**src/rtl/pdm_dac_pkg.sv**
```systemverilog
package pdm_dac_pkg;
  parameter int unsigned LEVEL_W_DEF  = 13;
  parameter int unsigned CODE_W_DEF   = 4;
  parameter int unsigned TICK_DIV_DEF = 1;
endpackage

```
**src/rtl/pdm_tick_div.sv**
```systemverilog
module pdm_tick_div #(
  parameter int unsigned DIV = 1
) (
  input  logic clk_i,
  input  logic rst_i,
  input  logic tick_en_i,
  output logic step_o
);
  generate
    if (DIV <= 1) begin : g_direct
      assign step_o = tick_en_i;
    end else begin : g_count
      localparam int unsigned CW = $clog2(DIV);
      localparam logic [CW-1:0] LAST = CW'(DIV - 1);
      logic [CW-1:0] cnt_q;

      assign step_o = tick_en_i && (cnt_q == LAST);

      always_ff @(posedge clk_i) begin
        if (rst_i) begin
          cnt_q <= '0;
        end else if (tick_en_i) begin
          cnt_q <= step_o ? '0 : cnt_q + 1'b1;
        end
      end

      // a step only ever rides on an enabled tick
      p_step_on_tick_r9: assert property (@(posedge clk_i) disable iff (rst_i)
        step_o |-> tick_en_i);
      // with a divider above one, steps never fall on adjacent clocks
      p_step_gap_r9: assert property (@(posedge clk_i) disable iff (rst_i)
        step_o |=> !step_o);
    end
  endgenerate
endmodule

```
**src/rtl/pdm_level_reg.sv**
```systemverilog
module pdm_level_reg #(
  parameter int unsigned LEVEL_W = 13,
  parameter int unsigned CODE_W  = 4,
  localparam int unsigned FRAC_W = LEVEL_W - CODE_W
) (
  input  logic               clk_i,
  input  logic               rst_i,
  input  logic               valid_i,
  output logic               ready_o,
  input  logic [LEVEL_W-1:0] data_i,
  output logic [CODE_W-1:0]  coarse_o,
  output logic [FRAC_W-1:0]  frac_o
);
  logic [LEVEL_W-1:0] lvl_q;

  assign ready_o = !rst_i;

  always_ff @(posedge clk_i) begin
    if (rst_i) begin
      lvl_q <= '0;
    end else if (valid_i && ready_o) begin
      lvl_q <= data_i;
    end
  end

  assign coarse_o = lvl_q[LEVEL_W-1:FRAC_W];
  assign frac_o   = lvl_q[FRAC_W-1:0];

  // an accepted beat is what the split fields show next cycle
  p_accept_r8: assert property (@(posedge clk_i) disable iff (rst_i)
    (valid_i && ready_o) |=> ({coarse_o, frac_o} == $past(data_i)));
  // with no beat offered the level stays put
  p_keep_r8: assert property (@(posedge clk_i) disable iff (rst_i)
    !valid_i |=> $stable({coarse_o, frac_o}));
endmodule

```
**src/rtl/pdm_nco.sv**
```systemverilog
module pdm_nco #(
  parameter int unsigned FRAC_W = 9
) (
  input  logic              clk_i,
  input  logic              rst_i,
  input  logic              step_i,
  input  logic [FRAC_W-1:0] frac_i,
  output logic              carry_o
);
  logic [FRAC_W-1:0] acc_q;
  logic [FRAC_W:0]   sum;

  assign sum     = {1'b0, acc_q} + {1'b0, frac_i};
  assign carry_o = sum[FRAC_W];

  always_ff @(posedge clk_i) begin
    if (rst_i) begin
      acc_q <= '0;
    end else if (step_i) begin
      acc_q <= sum[FRAC_W-1:0];
    end
  end

  // phase frozen between steps (and so untouched by writes, R7)
  p_acc_hold_r5: assert property (@(posedge clk_i) disable iff (rst_i)
    !step_i |=> $stable(acc_q));
  // a zero fraction never moves the phase
  p_zero_frac_r10: assert property (@(posedge clk_i) disable iff (rst_i)
    (step_i && frac_i == '0) |-> !carry_o);
endmodule

```
**src/rtl/pdm_code_out.sv**
```systemverilog
module pdm_code_out #(
  parameter int unsigned CODE_W = 4
) (
  input  logic              clk_i,
  input  logic              rst_i,
  input  logic              step_i,
  input  logic              carry_i,
  input  logic [CODE_W-1:0] coarse_i,
  output logic [CODE_W-1:0] code_o
);
  localparam logic [CODE_W-1:0] TOP = '1;
  logic [CODE_W-1:0] code_q;

  always_ff @(posedge clk_i) begin
    if (rst_i) begin
      code_q <= '0;
    end else if (step_i) begin
      if (carry_i && coarse_i != TOP) code_q <= coarse_i + 1'b1;
      else                            code_q <= coarse_i;
    end
  end

  assign code_o = code_q;

  // full-scale coarse with carry must stay at full scale
  p_sat_r4: assert property (@(posedge clk_i) disable iff (rst_i)
    (step_i && carry_i && coarse_i == TOP) |=> (code_o == TOP));
  // no step, no change on the DAC code
  p_hold_r5: assert property (@(posedge clk_i) disable iff (rst_i)
    !step_i |=> $stable(code_o));
  // a step never lands below the coarse code
  p_floor_r3: assert property (@(posedge clk_i) disable iff (rst_i)
    step_i |=> (code_o >= $past(coarse_i)));
endmodule

```
**src/rtl/pdm_dither_dac.sv**
```systemverilog
module pdm_dither_dac
  import pdm_dac_pkg::*;
#(
  parameter int unsigned LEVEL_W  = LEVEL_W_DEF,
  parameter int unsigned CODE_W   = CODE_W_DEF,
  parameter int unsigned TICK_DIV = TICK_DIV_DEF,
  localparam int unsigned FRAC_W  = LEVEL_W - CODE_W
) (
  input  logic               clk_i,
  input  logic               rst_i,
  input  logic               lvl_valid_i,
  output logic               lvl_ready_o,
  input  logic [LEVEL_W-1:0] lvl_data_i,
  input  logic               tick_en_i,
  output logic [CODE_W-1:0]  dac_code_o
);
  logic              step;
  logic              carry;
  logic [CODE_W-1:0] coarse;
  logic [FRAC_W-1:0] frac;

  pdm_tick_div #(.DIV(TICK_DIV)) u_div (
    .clk_i(clk_i), .rst_i(rst_i), .tick_en_i(tick_en_i), .step_o(step)
  );

  pdm_level_reg #(.LEVEL_W(LEVEL_W), .CODE_W(CODE_W)) u_lvl (
    .clk_i(clk_i), .rst_i(rst_i), .valid_i(lvl_valid_i), .ready_o(lvl_ready_o),
    .data_i(lvl_data_i), .coarse_o(coarse), .frac_o(frac)
  );

  pdm_nco #(.FRAC_W(FRAC_W)) u_nco (
    .clk_i(clk_i), .rst_i(rst_i), .step_i(step), .frac_i(frac), .carry_o(carry)
  );

  pdm_code_out #(.CODE_W(CODE_W)) u_out (
    .clk_i(clk_i), .rst_i(rst_i), .step_i(step), .carry_i(carry),
    .coarse_i(coarse), .code_o(dac_code_o)
  );

  // one cycle after reset the DAC code reads zero
  p_reset_zero_r1: assert property (@(posedge clk_i)
    rst_i |=> (dac_code_o == '0));
endmodule

```
**config.mk**
```make
export PLATFORM = sky130hd
export DESIGN_NAME = pdm_dither_dac
export DESIGN_NICKNAME = d
export VERILOG_FILES = /design/src/rtl/pdm_dac_pkg.sv /design/src/rtl/pdm_tick_div.sv /design/src/rtl/pdm_level_reg.sv /design/src/rtl/pdm_nco.sv /design/src/rtl/pdm_code_out.sv /design/src/rtl/pdm_dither_dac.sv
export SDC_FILE = /design/constraint.sdc
export NUM_CORES = 1
export LEC_CHECK = 0
export ABC_AREA = 1
export BUFFER_PORTS_ARGS = -buffer_cell sky130_fd_sc_hd__buf_2
export CAP_MARGIN = 20
export CORE_ASPECT_RATIO = 1.1
export CORE_UTILIZATION = 51
export CTS_CLUSTER_SIZE = 24
export DETAILED_ROUTE_END_ITERATION = 16
export MAX_ROUTING_LAYER = met4
export PLACE_DENSITY = 0.83
export SYNTH_ARGS = -nofsm -noshare
export SYNTH_HDL_FRONTEND = slang
export SYNTH_SLANG_ARGS = --single-unit
```
**constraint.sdc**
```tcl
create_clock -name clk_i -period 2.9 [get_ports clk_i]
set_clock_uncertainty 0.2 [all_clocks]
set_input_delay 0.29 -clock clk_i [delete_from_list [all_inputs] [get_ports clk_i]]
set_output_delay 0.29 -clock clk_i [all_outputs]
set_load 0.005 [all_outputs]
```
# Word-level counts from Yosys, hierarchy flattened
# Cells that the tools add are included.
[op_classes]
reduce_logical = 3
n_eq_ne = 1
n_mux = 1
add_sub_neg = 2
[op_table]
columns = ["operator", "n"]
rows = [
  ["9-bit by 9-bit adder with 10-bit output", 1],
  ["4-bit by 1-bit adder with 4-bit output, second input constant", 1],
  ["4-bit two-way mux", 1],
  ["4-bit inequality test, second input constant", 1],
  ["1-bit logical AND", 2],
  ["1-bit zero test", 1],
]
[totals]
wordCells = 10
ff_bits = 26

# Longest topological paths before layout
# Gate-level depths: netlist of the first run.
[depth]
depth_word = 3
mapped_depth = 12
depth_no_buf = 12

# Cells and area by module
# From an unflattened synthesis of the first run, not the netlist that was laid out.
[unflattened]
hier_cells = 225
area_unflattened_um2 = 1551.5
[by_module_without_submodules]
columns = ["module", "area_each_um2", "n_inst", "seq_area_each_um2", "cells_each"]
rows = [
  ["pdm_nco", 783.3, 1, 180.2, 126],
  ["pdm_level_reg", 489.2, 1, 260.2, 57],
  ["pdm_code_out", 271.5, 1, 80.1, 41],
  ["pdm_tick_div", 7.5, 1, 0.0, 1],
]

# Worst setup path after synthesis of the first run
# No wires, ideal clock.
[synth_path]
path_type = "register to register"
startpoint = "register u_lvl.lvl_q[0]"
endpoint = "register u_nco.acc_q[6]"
path_slack_ns = 1.091
stages_incl_launch_ff = 11
path_buffers = 0
t_arrival_ns = 1.493
cell_sequence = "dfxtp_1 -> ha_1 -> fa_1 -> nand3_1 -> nand2_1 -> nand2_1 -> nor2_1 -> nor2_1 -> nor2_1 -> o21ai_0 -> inv_1"
[synth_between]
elab_chain_len = 1
[synth_lines]
columns = ["element", "line_no", "rtl"]
rows = [
  ["from (decl)", "pdm_level_reg.sv:14", "logic [LEVEL_W-1:0] lvl_q;"],
  ["from (signal assigned)", "pdm_level_reg.sv:22", "lvl_q <= data_i;"],
  ["9-bit by 9-bit adder with 10-bit output", "pdm_nco.sv:13", "assign sum = {1'b0, acc_q} + {1'b0, frac_i};"],
  ["to (signal assigned)", "pdm_nco.sv:20", "acc_q <= sum[FRAC_W-1:0];"],
  ["to (decl)", "pdm_nco.sv:10", "logic [FRAC_W-1:0] acc_q;"],
]
# No other way between the ends.
# A chain may end at the register's enable or synchronous reset.

# Worst setup path in the final report of the first run
# Same ends and word-level chain as after synthesis.

==> run metrics, run 1 <==
status completed; Overflow after GRT 0; Setup Viol. Count Final 0; Initial Utilization 56.0%; clk sinks 26; DRC 0; fin util 66.3%; gpl congestion 0.876; CORE AREA approximately 0.0026 mm2; post-synth cell types 21; DR WL/cell 10.7 um; 1st-iter DRT viols 28; first-pass GRT wire length 5460 um; Yosys top cell area share 35.9%; via-per-instance ratio 4.84; H-tree levels 1; Root Driver clkbuf_4; Yosys warning count 0; post-CTS resize count 0; clk buf depth 2; RSZ-0062 raised after global routing no; IO Port Bufs 21; total chip power around 0.75 mW; FF+latch count, synth 26; number of hold buffers added after CTS 13; die height a little under 60 um; area of the mapped netlist ~0.0015 mm2; FP Rows 19; Routed WL roughly 2900 um; Slew Limit Fails 0; largest net degree at the start of global routing 27; Crit. Startpoint u_lvl.lvl_q[0]; Leak Pwr 0.948 nW; syn_nets 240; Worst-Skew Late Latency 0.32 ns; CTS buffer count 3; most frequent cells in the layout 36 x nand2_1, 35 x nor2_1, 34 x inv_1; DIE WIDTH 52.9 um; Max Cap Viol 0; DR vias 1326; Post-DRT Antenna Nets 0; share of layout cells above drive strength 1 11.9%; Ports 22; initial antenna violation count 0; Nets 272; Max-slew headroom 73.8%; Final Cell Area 0.00172 mm2; crit path time final just under 2 ns; Setup Crit Path Kind flop to flop; most common cell after layout, fill and taps aside nand2_1; WP data arrival 1.96 ns; dpl cell area between 0.0015 and 0.002 mm2; Critical Path Source Type flop; min-delay src rst_i; Setup TNS Final 0 ns; Tot GR Track Use roughly a quarter; synth top area cells dfxtp_1 36%, nand2_1 9.3%, nor2_1 9.1%, inv_1 8.8%, ha_1 8.6%; Req. time, crit path 2.93 ns; Antenna diodes 0; cell count after synthesis 212; WHS 0.124 ns; # Post-CTS Setup Buffers 0; Post-DP HPWL 2010 um; die area 0.00306 mm2; Power Density between 400 and 500 mW/mm2; Worst Setup End Kind flop; register area share after synthesis 35.9%; P&R area growth vs syn 18.4%; clock slew at reported path FFs between 0.1 and 0.15 ns; Peak Freq 518 MHz; r2r startpoint u_lvl.lvl_q[0]; 1st-pass router iterations 4; CTS tree done; min-delay worst type input port to flop; crit-path max FO 3; post-synthesis area per instance 6.85 um2; period utilization 66.6%; number of global-route vias before repair 1365; Fillers 228; measured slew at the worst slew-check pin 0.393 ns; Fin. Hold Viols 0; Peak VDD IR 0.406 mV; post-synth top area cell dfxtp_1
==> logic make-up after synthesis <==
logic type                 count (synthesis)  share of synthesized area (%)
adders and majority gates                 11                           10.0
and+or+nand+nor                           90                           25.4
AOI/OAI and AO/OA                         40                           14.5
buffers and inverters                     41                           11.8
xor gates and xnor gates                   4                           2.41
DFF                                       26                           35.9
==> cells in the mapped netlist, drive strengths merged <==
library cell,number
nand3,17
o21ai,18
xor2,4
o21bai,1
inv,34
buf,1
a21o,1
a31oi,1
nand2,37
ha,10
nor2,36
clkbuf,6
fa,1
a21oi,19
dfxtp,26
==> power by group <==
part	switching [mW]	internal (mW)	total (mW)
Sequential	0.0166	0.384	0.400
Combinational	0.0929	0.0719	0.165
Clock	0.106	0.0767	0.183
Total	0.216	0.532	0.748
==> state kept, by name, indices dropped and copies added (netlist names) <==
signal and flops:
u_out.code_o 4, u_nco.acc_q 9, u_lvl.lvl_q 13
==> metrics by stage <==
step / setup slack [ns] / std cells
after floorplan: 1.09 / 212
after global placement: 1.03 / 257
after detailed placement: 0.988 / 257
after CTS: 0.974 / 274
after global routing: 0.800 / 274
final: 0.969 / 274
==> final cells by class <==
class / instances / area, um2 / area share [%]
Clock buffer: 4 / 36.3 / 2.11
Inverter: 34 / 128 / 7.43
Multi-Input combinational cell: 145 / 759 / 44.2
Sequential cell: 26 / 520 / 30.3
Tap cell: 31 / 38.8 / 2.26
Timing Repair Buffer: 34 / 235 / 13.7
==> critical path, cell delays in order, from the launching register on <==
cell	delay (ns)
dfxtp_1	0.34
ha_1	0.23
fa_1	0.41
nand3_1	0.11
nand2_1	0.08
nand2_1	0.07
nor2_1	0.05
nor2_1	0.12
nor2_1	0.05
o21ai_0	0.15
inv_1	0.05
==> layer usage <==
metal	vias to the layer above	global-route usage, %	routed length [um]	part of all wire, %
li1	728	-	-	-
met1	584	29.6	1360	46
met2	12	41.0	1510	51
met3	2	3.15	49	1.7
met4	0	7.14	21	0.72
met5	-	-	0	0
==> path summary, 6_finish.rpt <==
kind / slack, ns / cells after the start / to
max: 0.97 / 10 / u_nco.acc_q[6]
min: 0.12 / 2 / u_lvl.lvl_q[9]
max reg2reg: 0.97 / 10 / u_nco.acc_q[6]
min reg2reg: 0.27 / 2 / u_out.code_o[2]
Power figures use the tool's default switching activity.
==> run 2: changes to the inputs <==
--- a/config.mk
+++ b/config.mk
@@ -5,7 +5,7 @@
 export SDC_FILE = /design/constraint.sdc
 export NUM_CORES = 1
 export LEC_CHECK = 0
-export ABC_AREA = 1
+export ABC_AREA = 0
 export BUFFER_PORTS_ARGS = -buffer_cell sky130_fd_sc_hd__buf_2
 export CAP_MARGIN = 20
 export CORE_ASPECT_RATIO = 1.1
==> constraint.sdc (replaced) <==
create_clock -name clk_i -period 1.86 [get_ports clk_i]
set_clock_uncertainty 0.2 [all_clocks]
set_input_delay 0.186 -clock clk_i [delete_from_list [all_inputs] [get_ports clk_i]]
set_output_delay 0.186 -clock clk_i [all_outputs]
set_load 0.005 [all_outputs]
==> run 2 against run 1 <==
Compared with the run above:
- the flow now finishes with violations (setup timing)
- synthesized cell count down 27%
- synthesized area down 0.60%
- worst setup slack worse by 1.4 ns
- sequential share of layout area down 4.5 points
- fmax down 14%
- non-clock buffer count up 21
- register-to-register slack worse by 1.4 ns
- critical path type unchanged
- largest cell class unchanged
- highest routed layer unchanged
==> run metrics, run 2 <==
status complete, but fails checks (was completed); failing checks setup timing; number of global-route vias before repair 1409 (was 1365); Fin. Hold Viols 0 (unchanged); total chip power 1.22 mW (was 0.748 mW); DR WL/cell 18.6 um (was 10.7 um); most common cell after layout, fill and taps aside nor2_1 (was nand2_1); CP Capture Point u_out.code_o[0] (was u_nco.acc_q[6]); Max Cap Viol 0 (unchanged); largest family of logic cells by synthesized area compound AO/OA/AOI/OAI gates (was simple AND/OR/NAND/NOR gates); Post-DRT Antenna Nets 0 (unchanged); RSZ-0062 raised after global routing yes (was no); Post-DP HPWL 2630 um (was 2010 um); FP Rows 19 (unchanged); Ports 22 (unchanged); Main synth FF type dfxtp_1 (unchanged); count leader, synth dfxtp_1 (was nand2_1); cell count after synthesis 154 (was 212); Req. time, crit path 1.95 ns (was 2.93 ns); area of the mapped netlist 0.00144 mm2 (was 0.00145 mm2); via-per-instance ratio 6.15 (was 4.84); P&R area growth vs syn 42.0% (was 18.4%); clk buf depth 2 (unchanged); die area 0.00305 mm2 (was 0.00306 mm2); CTS tree done (unchanged); CORE AREA 0.00259 mm2 (unchanged); worst path buffer plus inverter count 0 (was 1); Peak Freq 445 MHz (was 518 MHz); FF+latch count, synth 26 (unchanged); period utilization 121% (was 66.6%); Critical R2R Capture u_out.code_o[0] (was u_nco.acc_q[6]); post-synthesis mux area share 12.5% (was 0%); 1st-iter DRT viols 65 (was 28); WP data arrival 2.34 ns (was 1.96 ns); CP peak stage delay 0.44 ns (was 0.41 ns); Critical Path Source Type flop (unchanged); r2r startpoint u_nco.acc_q[1] (was u_lvl.lvl_q[0]); Crit. path cell count 6 (was 10); clock slew at reported path FFs 0.15 ns (was 0.14 ns); DR vias 1451 (was 1326); post-synth cell types 38 (was 21); post-synthesis area per instance 9.37 um2 (was 6.85 um2); Compound-Gate Fraction of Synth Area 20.6% (was 14.5%); synth top area cells dfxtp_1 36%, mux2i_1 12%, ha_1 8.7%, nor2_1 6.0%, a2111oi_2 3.1% (was dfxtp_1 36%, nand2_1 9.3%, nor2_1 9.1%, inv_1 8.8%, ha_1 8.6%); crit path time final 2.25 ns (was 1.93 ns); dpl cell area 0.00175 mm2 (was 0.00155 mm2); CTS buffer count 3 (unchanged); Setup Viol. Count Final 9 (was 0); Cell Chain, Critical Path ha_4, a21o_1, nand4_1, a211o_4, a2111oi_2, a311o_1 (was ha_1, fa_1, nand3_1, nand2_1, nand2_1, nor2_1, nor2_1, nor2_1, o21ai_0, inv_1); measured slew at the worst slew-check pin 0.501 ns (was 0.393 ns); Overflow after GRT 0 (unchanged); post-synth top area cell dfxtp_1 (unchanged); DRC 0 (unchanged); simple-gate area share of the yosys netlist 16.4% (was 25.4%); min-delay worst type input port to flop (unchanged); IO Port Bufs 21 (unchanged); DIE WIDTH 52.7 um (was 52.9 um); Slowest cell on crit path a211o_4 (was fa_1); crit-path max FO 4 (was 3); worst-case reg-to-reg path depth 6 (was 10); register area share after synthesis 36.1% (was 35.9%); most frequent cells in the layout 23 x nor2_1, 21 x buf_2, 20 x buf_4, 20 x dfxtp_1, 18 x mux2i_1 (was 36 x nand2_1, 35 x nor2_1, 34 x inv_1); first-pass GRT wire length 6200 um (was 5460 um); Setup Crit Path Kind flop to flop (unchanged); post-synthesis async set-or-reset flop share 0% (unchanged); Largest register FFs 13 (unchanged); 1st-pass router iterations 6 (was 4); Fillers 164 (was 228); critical path's top delay family compound AO/OA/AOI/OAI gates (was adder cells); Largest Register u_lvl.lvl_q (unchanged); Slew Limit Fails 0 (unchanged); xor/xnor share of the synthesized area 1.21% (was 2.41%); EDFF count, synth 0 (unchanged); Nets 234 (was 272); Worst-Skew Late Latency 0.34 ns (was 0.32 ns); Worst Setup End Kind flop (unchanged); register area 528 um2 (was 520 um2); area share of fa/ha/maj cells after synthesis 10.1% (was 10.0%); die height 57.8 um (was 58.0 um); H-tree levels 1 (unchanged); Max-slew headroom 66.6% (was 73.8%); final critical-path setup slack -0.387 ns (was 0.969 ns); Power Density 596 mW/mm2 (was 435 mW/mm2); share of layout cells above drive strength 1 37.1% (was 11.9%); gpl congestion 0.854 (was 0.876); Routed WL 4390 um (was 2940 um); Yosys warning count 0 (unchanged); initial antenna violation count 0 (unchanged); largest net degree at the start of global routing 18 (was 27); Synth top cells by count 26 x dfxtp_1, 23 x nor2_1, 18 x mux2i_1 (was 36 x nand2_1, 35 x nor2_1, 34 x inv_1); syn_nets 182 (was 240); Peak VDD IR 0.500 mV (was 0.406 mV); Final Cell Area 0.00205 mm2 (was 0.00172 mm2); Yosys top cell area share 36.1% (was 35.9%); multi-input logic area 0.00103 mm2 (was 759 um2); Initial Utilization 55.7% (was 56.0%); clk sinks 26 (unchanged); Tot GR Track Use 28.1% (was 24.2%); setup slack, reg-to-reg -0.39 ns (was 0.97 ns); Leak Pwr 0.901 nW (was 0.948 nW); Antenna diodes 0 (unchanged); Crit. Startpoint u_nco.acc_q[1] (was u_lvl.lvl_q[0]); Root Driver clkbuf_4 (unchanged)
run 2: changes by cell type after synthesis, moves of 3 or more:
cell	before	now
a2111oi_2	0	3
xor2_1	4	0
mux2i_1	0	18
nand3_1	16	4
and3_1	0	3
o21a_1	0	4
a21oi_1	18	8
o21ai_0	17	1
nor2_1	35	23
inv_1	34	4
nand2_1	36	4
nand2b_1	0	3
a211oi_1	0	4
run 2: how the worst min path moves through the flow:
stage	from	end	slack, ns	cells past startpoint
3_3_place_gp	lvl_data_i[5]	u_lvl.lvl_q[5]	0.22	3
6_report	rst_i	u_lvl.lvl_q[7]	0.006	2
3_5_place_dp	lvl_data_i[8]	u_lvl.lvl_q[8]	0.23	3
4_1_cts	rst_i	u_lvl.lvl_q[8]	0.02	2
2_1_floorplan	lvl_data_i[0]	u_lvl.lvl_q[0]	0.13	2
5_1_grt	rst_i	u_nco.acc_q[3]	0.02	2
run 2: what timing repair did:
action	CTS	global route
hold buffers	13	0
endpoints found under the setup margin	7	9
setup buffers	3	2
pin swaps	3	4
endpoints found under the hold margin	13	0
gates resized for setup	7	10
run 2: logic make-up after synthesis:
logic type / after synthesis
AO/OA/AOI/OAI: 36
flip-flops: 26
adder cells (fa/ha/maj): 11
multiplexers: 18
AND/OR/NAND/NOR: 49
XOR/XNOR: 2
buffers and inverters: 12
run 2: layout make-up:
| type | count | share of cell area, % |
|---|---|---|
| Clock buffer | 4 | 1.77 |
| Inverter | 4 | 0.733 |
| Multi-Input combinational cell | 116 | 50.5 |
| Sequential cell | 26 | 25.8 |
| Tap cell | 31 | 1.89 |
| Timing Repair Buffer | 55 | 19.4 |
run 2: power breakdown:
part	switching (mW)	internal, mW
clock	0.189	0.120
combinational	0.143	0.145
sequential	0.0294	0.593
total	0.362	0.859
run 2: stage by stage:
step | utilization, % | TNS (ns) | worst slack (ns) | hold slack [ns] | std cells
3_3_place_gp | 67.5 | -0.645 | -0.121 | 0.220 | 214
3_5_place_dp | 67.5 | -1.07 | -0.237 | 0.232 | 214
4_1_cts | 76.3 | -1.17 | -0.225 | 0.0161 | 234
6_report | 79.0 | -2.18 | -0.387 | 0.00601 | 236
5_1_grt | 79.0 | -2.69 | -0.437 | 0.0216 | 236
2_1_floorplan | - | -0.322 | -0.0781 | 0.133 | 154
run 2: worst reg2reg max path: cells and delay by family, from the launching register on:
family          cells  cell delay, ns
compound gates      4            1.19
flops               1            0.37
fa+ha+maj           1            0.25
simple gates        1            0.19
run 2: per-layer routing:
| layer | up-vias | GRT usage (%) | share of wire (%) |
|---|---|---|---|
| li1 | 674 | - | - |
| met1 | 693 | 30.0 | 39 |
| met2 | 63 | 49.9 | 53 |
| met3 | 21 | 4.99 | 4.3 |
| met4 | 0 | 11.7 | 4.0 |
| met5 | - | - | 0 |
==> run 3: changes to the inputs <==
--- a/config.mk
+++ b/config.mk
@@ -9,6 +9,7 @@
 export BUFFER_PORTS_ARGS = -buffer_cell sky130_fd_sc_hd__buf_2
 export CAP_MARGIN = 20
 export CORE_ASPECT_RATIO = 1.1
+export CORE_MARGIN = 5
 export CORE_UTILIZATION = 51
 export CTS_CLUSTER_SIZE = 24
 export DETAILED_ROUTE_END_ITERATION = 16
@@ -16,4 +17,5 @@
 export PLACE_DENSITY = 0.83
 export SYNTH_ARGS = -nofsm -noshare
 export SYNTH_HDL_FRONTEND = slang
+export SYNTH_HIERARCHICAL = 1
 export SYNTH_SLANG_ARGS = --single-unit
==> run 3 against run 2 <==
Compared with the run above:
- the run still ends with setup timing left
- register-to-register slack better by 0.02 ns
- combinational power grew 18%
- global-route usage shrank 0.29 points
- die area rose by 34%
- worst setup slack better by 0.016 ns
- sequential share of layout area shrank 0.13 points
- synthesized cell count up 4.5%
- power is 0.26% higher
==> run metrics, run 3 <==
via-per-instance ratio 6.53 (was 6.15); largest net degree at the start of global routing 22 (was 18); CORE AREA 0.00278 mm2 (was 0.00259 mm2); Critical R2R Capture u_out/code_o[2] (was u_out.code_o[0]); DIE WIDTH 61.4 um (was 52.7 um); Critical Path Source Type flop (unchanged); Fin. Hold Viols 0 (unchanged); EDFF count, synth 0 (unchanged); IO Port Bufs 21 (unchanged); P&R area growth vs syn 42.3% (was 42.0%); most frequent cells in the layout 24 x nor2_1, 20 x buf_2, 20 x buf_4 (was 23 x nor2_1, 21 x buf_2, 20 x buf_4, 20 x dfxtp_1, 18 x mux2i_1); Yosys top cell area share 35.2% (was 36.1%); Setup Viol. Count Final 8 (was 9); CTS tree done (unchanged); Power Density 581 mW/mm2 (was 596 mW/mm2); H-tree levels 1 (unchanged); RSZ-0062 raised after global routing yes (unchanged); Routed WL 5390 um (was 4390 um); Root Driver clkbuf_4 (unchanged); 1st-iter DRT viols 127 (was 65); hold path depth 3 (was 2); period utilization 120% (was 121%); FF+latch count, synth 26 (unchanged); WHS Endpoint u_lvl/lvl_q[7] (was u_lvl.lvl_q[7]); area of the mapped netlist 0.00148 mm2 (was 0.00144 mm2); Main synth FF type dfxtp_1 (unchanged); setup slack, reg-to-reg -0.37 ns (was -0.39 ns); Setup Crit Path Kind flop to flop (unchanged); Peak Freq 448 MHz (was 445 MHz); Worst Setup End Kind flop (unchanged); CTS buffer count 3 (unchanged); r2r startpoint u_lvl/lvl_q[7] (was u_nco.acc_q[1]); status complete, but fails checks (unchanged); Slew Limit Fails 0 (unchanged); post-synth cell types 43 (was 38); Leak Pwr 0.918 nW (was 0.901 nW); Nets 245 (was 234); share of layout cells above drive strength 1 41.9% (was 37.1%); most common cell after layout, fill and taps aside nor2_1 (unchanged); worst-case reg-to-reg path depth 7 (was 6); DR vias 1619 (was 1451); DRC 0 (unchanged); min-delay src lvl_valid_i (was rst_i); cell count after synthesis 161 (was 154); Overflow after GRT 0 (unchanged); DR WL/cell 21.7 um (was 18.6 um); Largest register FFs 13 (unchanged); die area 0.00408 mm2 (was 0.00305 mm2); Peak VDD IR 0.681 mV (was 0.500 mV); first-pass GRT wire length 8270 um (was 6200 um); initial antenna violation count 0 (unchanged); Post-DRT Antenna Nets 0 (unchanged); syn_nets 189 (was 182); count leader, synth dfxtp_1 (unchanged); post-synth top area cell dfxtp_1 (unchanged); Worst-Skew Late Latency 0.33 ns (was 0.34 ns); min-delay worst type input port to flop (unchanged); gpl congestion 0.876 (was 0.854); crit-path max FO 4 (unchanged); Yosys warning count 6 (was 0); Tot GR Track Use 27.8% (was 28.1%); clk buf depth 2 (unchanged); Antenna diodes 0 (unchanged); crit path time final 2.23 ns (was 2.25 ns); clk sinks 26 (unchanged); final critical-path setup slack -0.371 ns (was -0.387 ns); synth top area cells dfxtp_1 35%, mux2i_1 10%, ha_1 8.5%, nor2_1 6.1%, a211o_1 2.4% (was dfxtp_1 36%, mux2i_1 12%, ha_1 8.7%, nor2_1 6.0%, a2111oi_2 3.1%); FP Rows 20 (was 19); clock slew at reported path FFs 0.16 ns (was 0.15 ns); Initial Utilization 53.3% (was 55.7%); post-place setup slack -0.255 ns (was -0.237 ns); Ports 22 (unchanged); WP data arrival 2.24 ns (was 2.34 ns); Setup TNS Final -1.30 ns (was -2.18 ns); 1st-pass router iterations 5 (was 6); post-synthesis async set-or-reset flop share 0% (unchanged); Synth top cells by count 26 x dfxtp_1, 24 x nor2_1, 15 x mux2i_1 (was 26 x dfxtp_1, 23 x nor2_1, 18 x mux2i_1); Max Cap Viol 0 (unchanged); Max-slew headroom 69.2% (was 66.6%); Req. time, crit path 1.87 ns (was 1.95 ns); measured slew at the worst slew-check pin 0.462 ns (was 0.501 ns); post-synthesis area per instance 9.19 um2 (was 9.37 um2); Post-DP HPWL 2740 um (was 2630 um); die height 66.5 um (was 57.8 um); number of global-route vias before repair 1724 (was 1409); failing checks setup timing (unchanged); register area share after synthesis 35.2% (was 36.1%); Largest Register u_lvl/lvl_q (was u_lvl.lvl_q)
## run 3: cell count changes in the layout (fill, tap and decap cells not counted), moves of 3 or more
| cell | previous run | this run |
|---|---|---|
| a2111oi_2 | 5 | 0 |
| a211o_1 | 0 | 4 |
| a21oi_1 | 7 | 4 |
| and3_1 | 3 | 0 |
| dfxtp_1 | 20 | 14 |
| dfxtp_2 | 6 | 10 |
| dlygate4sd3_1 | 13 | 16 |
| inv_2 | 0 | 3 |
| mux2i_1 | 18 | 15 |
| nand2_1 | 3 | 6 |
| nand3b_1 | 0 | 3 |
| o21ai_1 | 0 | 3 |
## run 3: worst max-delay path by stage
stage                            to  slack, ns           start
floorplan           u_out/code_o[0]      -0.11  u_lvl/lvl_q[2]
global placement    u_out/code_o[0]      -0.17  u_lvl/lvl_q[6]
detailed placement  u_out/code_o[0]      -0.26  u_lvl/lvl_q[1]
CTS                 u_out/code_o[0]      -0.21  u_lvl/lvl_q[1]
global route        u_out/code_o[2]      -0.37  u_lvl/lvl_q[1]
finish              u_out/code_o[2]      -0.37  u_lvl/lvl_q[7]
## run 3: cell families after synthesis
| group | count (synthesis) | synth area share (%) |
|---|---|---|
| fa+ha+maj | 11 | 9.81 |
| mux | 15 | 10.1 |
| xor+xnor | 1 | 0.592 |
| flops | 26 | 35.2 |
| compound gates | 41 | 19.9 |
| buf+inv | 15 | 6.76 |
| simple gates | 52 | 17.6 |
## run 3: cell type report
cell class / instances / area [um2]
Clock buffer: 3 / 22.5
Fill cell: 141 / 671
Inverter: 7 / 26.3
Multi-Input combinational cell: 120 / 1040
Sequential cell: 26 / 541
Tap cell: 33 / 41.3
Timing Repair Buffer: 59 / 440
## run 3: worst max-delay path, stage by stage, from the launching register on
cell	delay (ns)
dfxtp_1	0.35
ha_1	0.30
o21a_1	0.20
nand3_1	0.11
o21ai_2	0.25
inv_2	0.10
o311ai_1	0.44
a21oi_1	0.16
## run 3: repair_timing
action | 4_1_cts | 5_1_grt
endpoints found under the setup margin | 9 | 10
endpoints found under the hold margin | 15 | 0
pin swaps | 13 | 21
gates cloned | 0 | 0
resized for setup | 27 | 16
buffers inserted | 4 | 4
hold buffers | 16 | 0
## run 3: where the power goes
part	internal, mW	switching (mW)	total, mW
registers	0.594	0.0343	0.628
clock network	0.0760	0.179	0.255
logic	0.170	0.171	0.341
total	0.840	0.384	1.22
## run 3: layer usage
layer / part of all wire, % / GRT usage (%)
met1: 37 / 32.8
met2: 49 / 46.8
met3: 9.9 / 3.88
met4: 4.2 / 11.4
met5: 0 / -
## run 3: per-stage QoR
stage	hold slack [ns]	total power, mW	cell area [um2]	std cells	util [%]
5_1_grt	0.196	1.27	2110	248	75.9
6_report	0.202	1.22	2110	248	75.9
2_1_floorplan	0.0551	0.790	1530	161	-
4_1_cts	0.167	1.16	2060	248	74.2
3_3_place_gp	0.219	0.862	1750	227	63.2
3_5_place_dp	0.231	0.879	1750	227	63.2
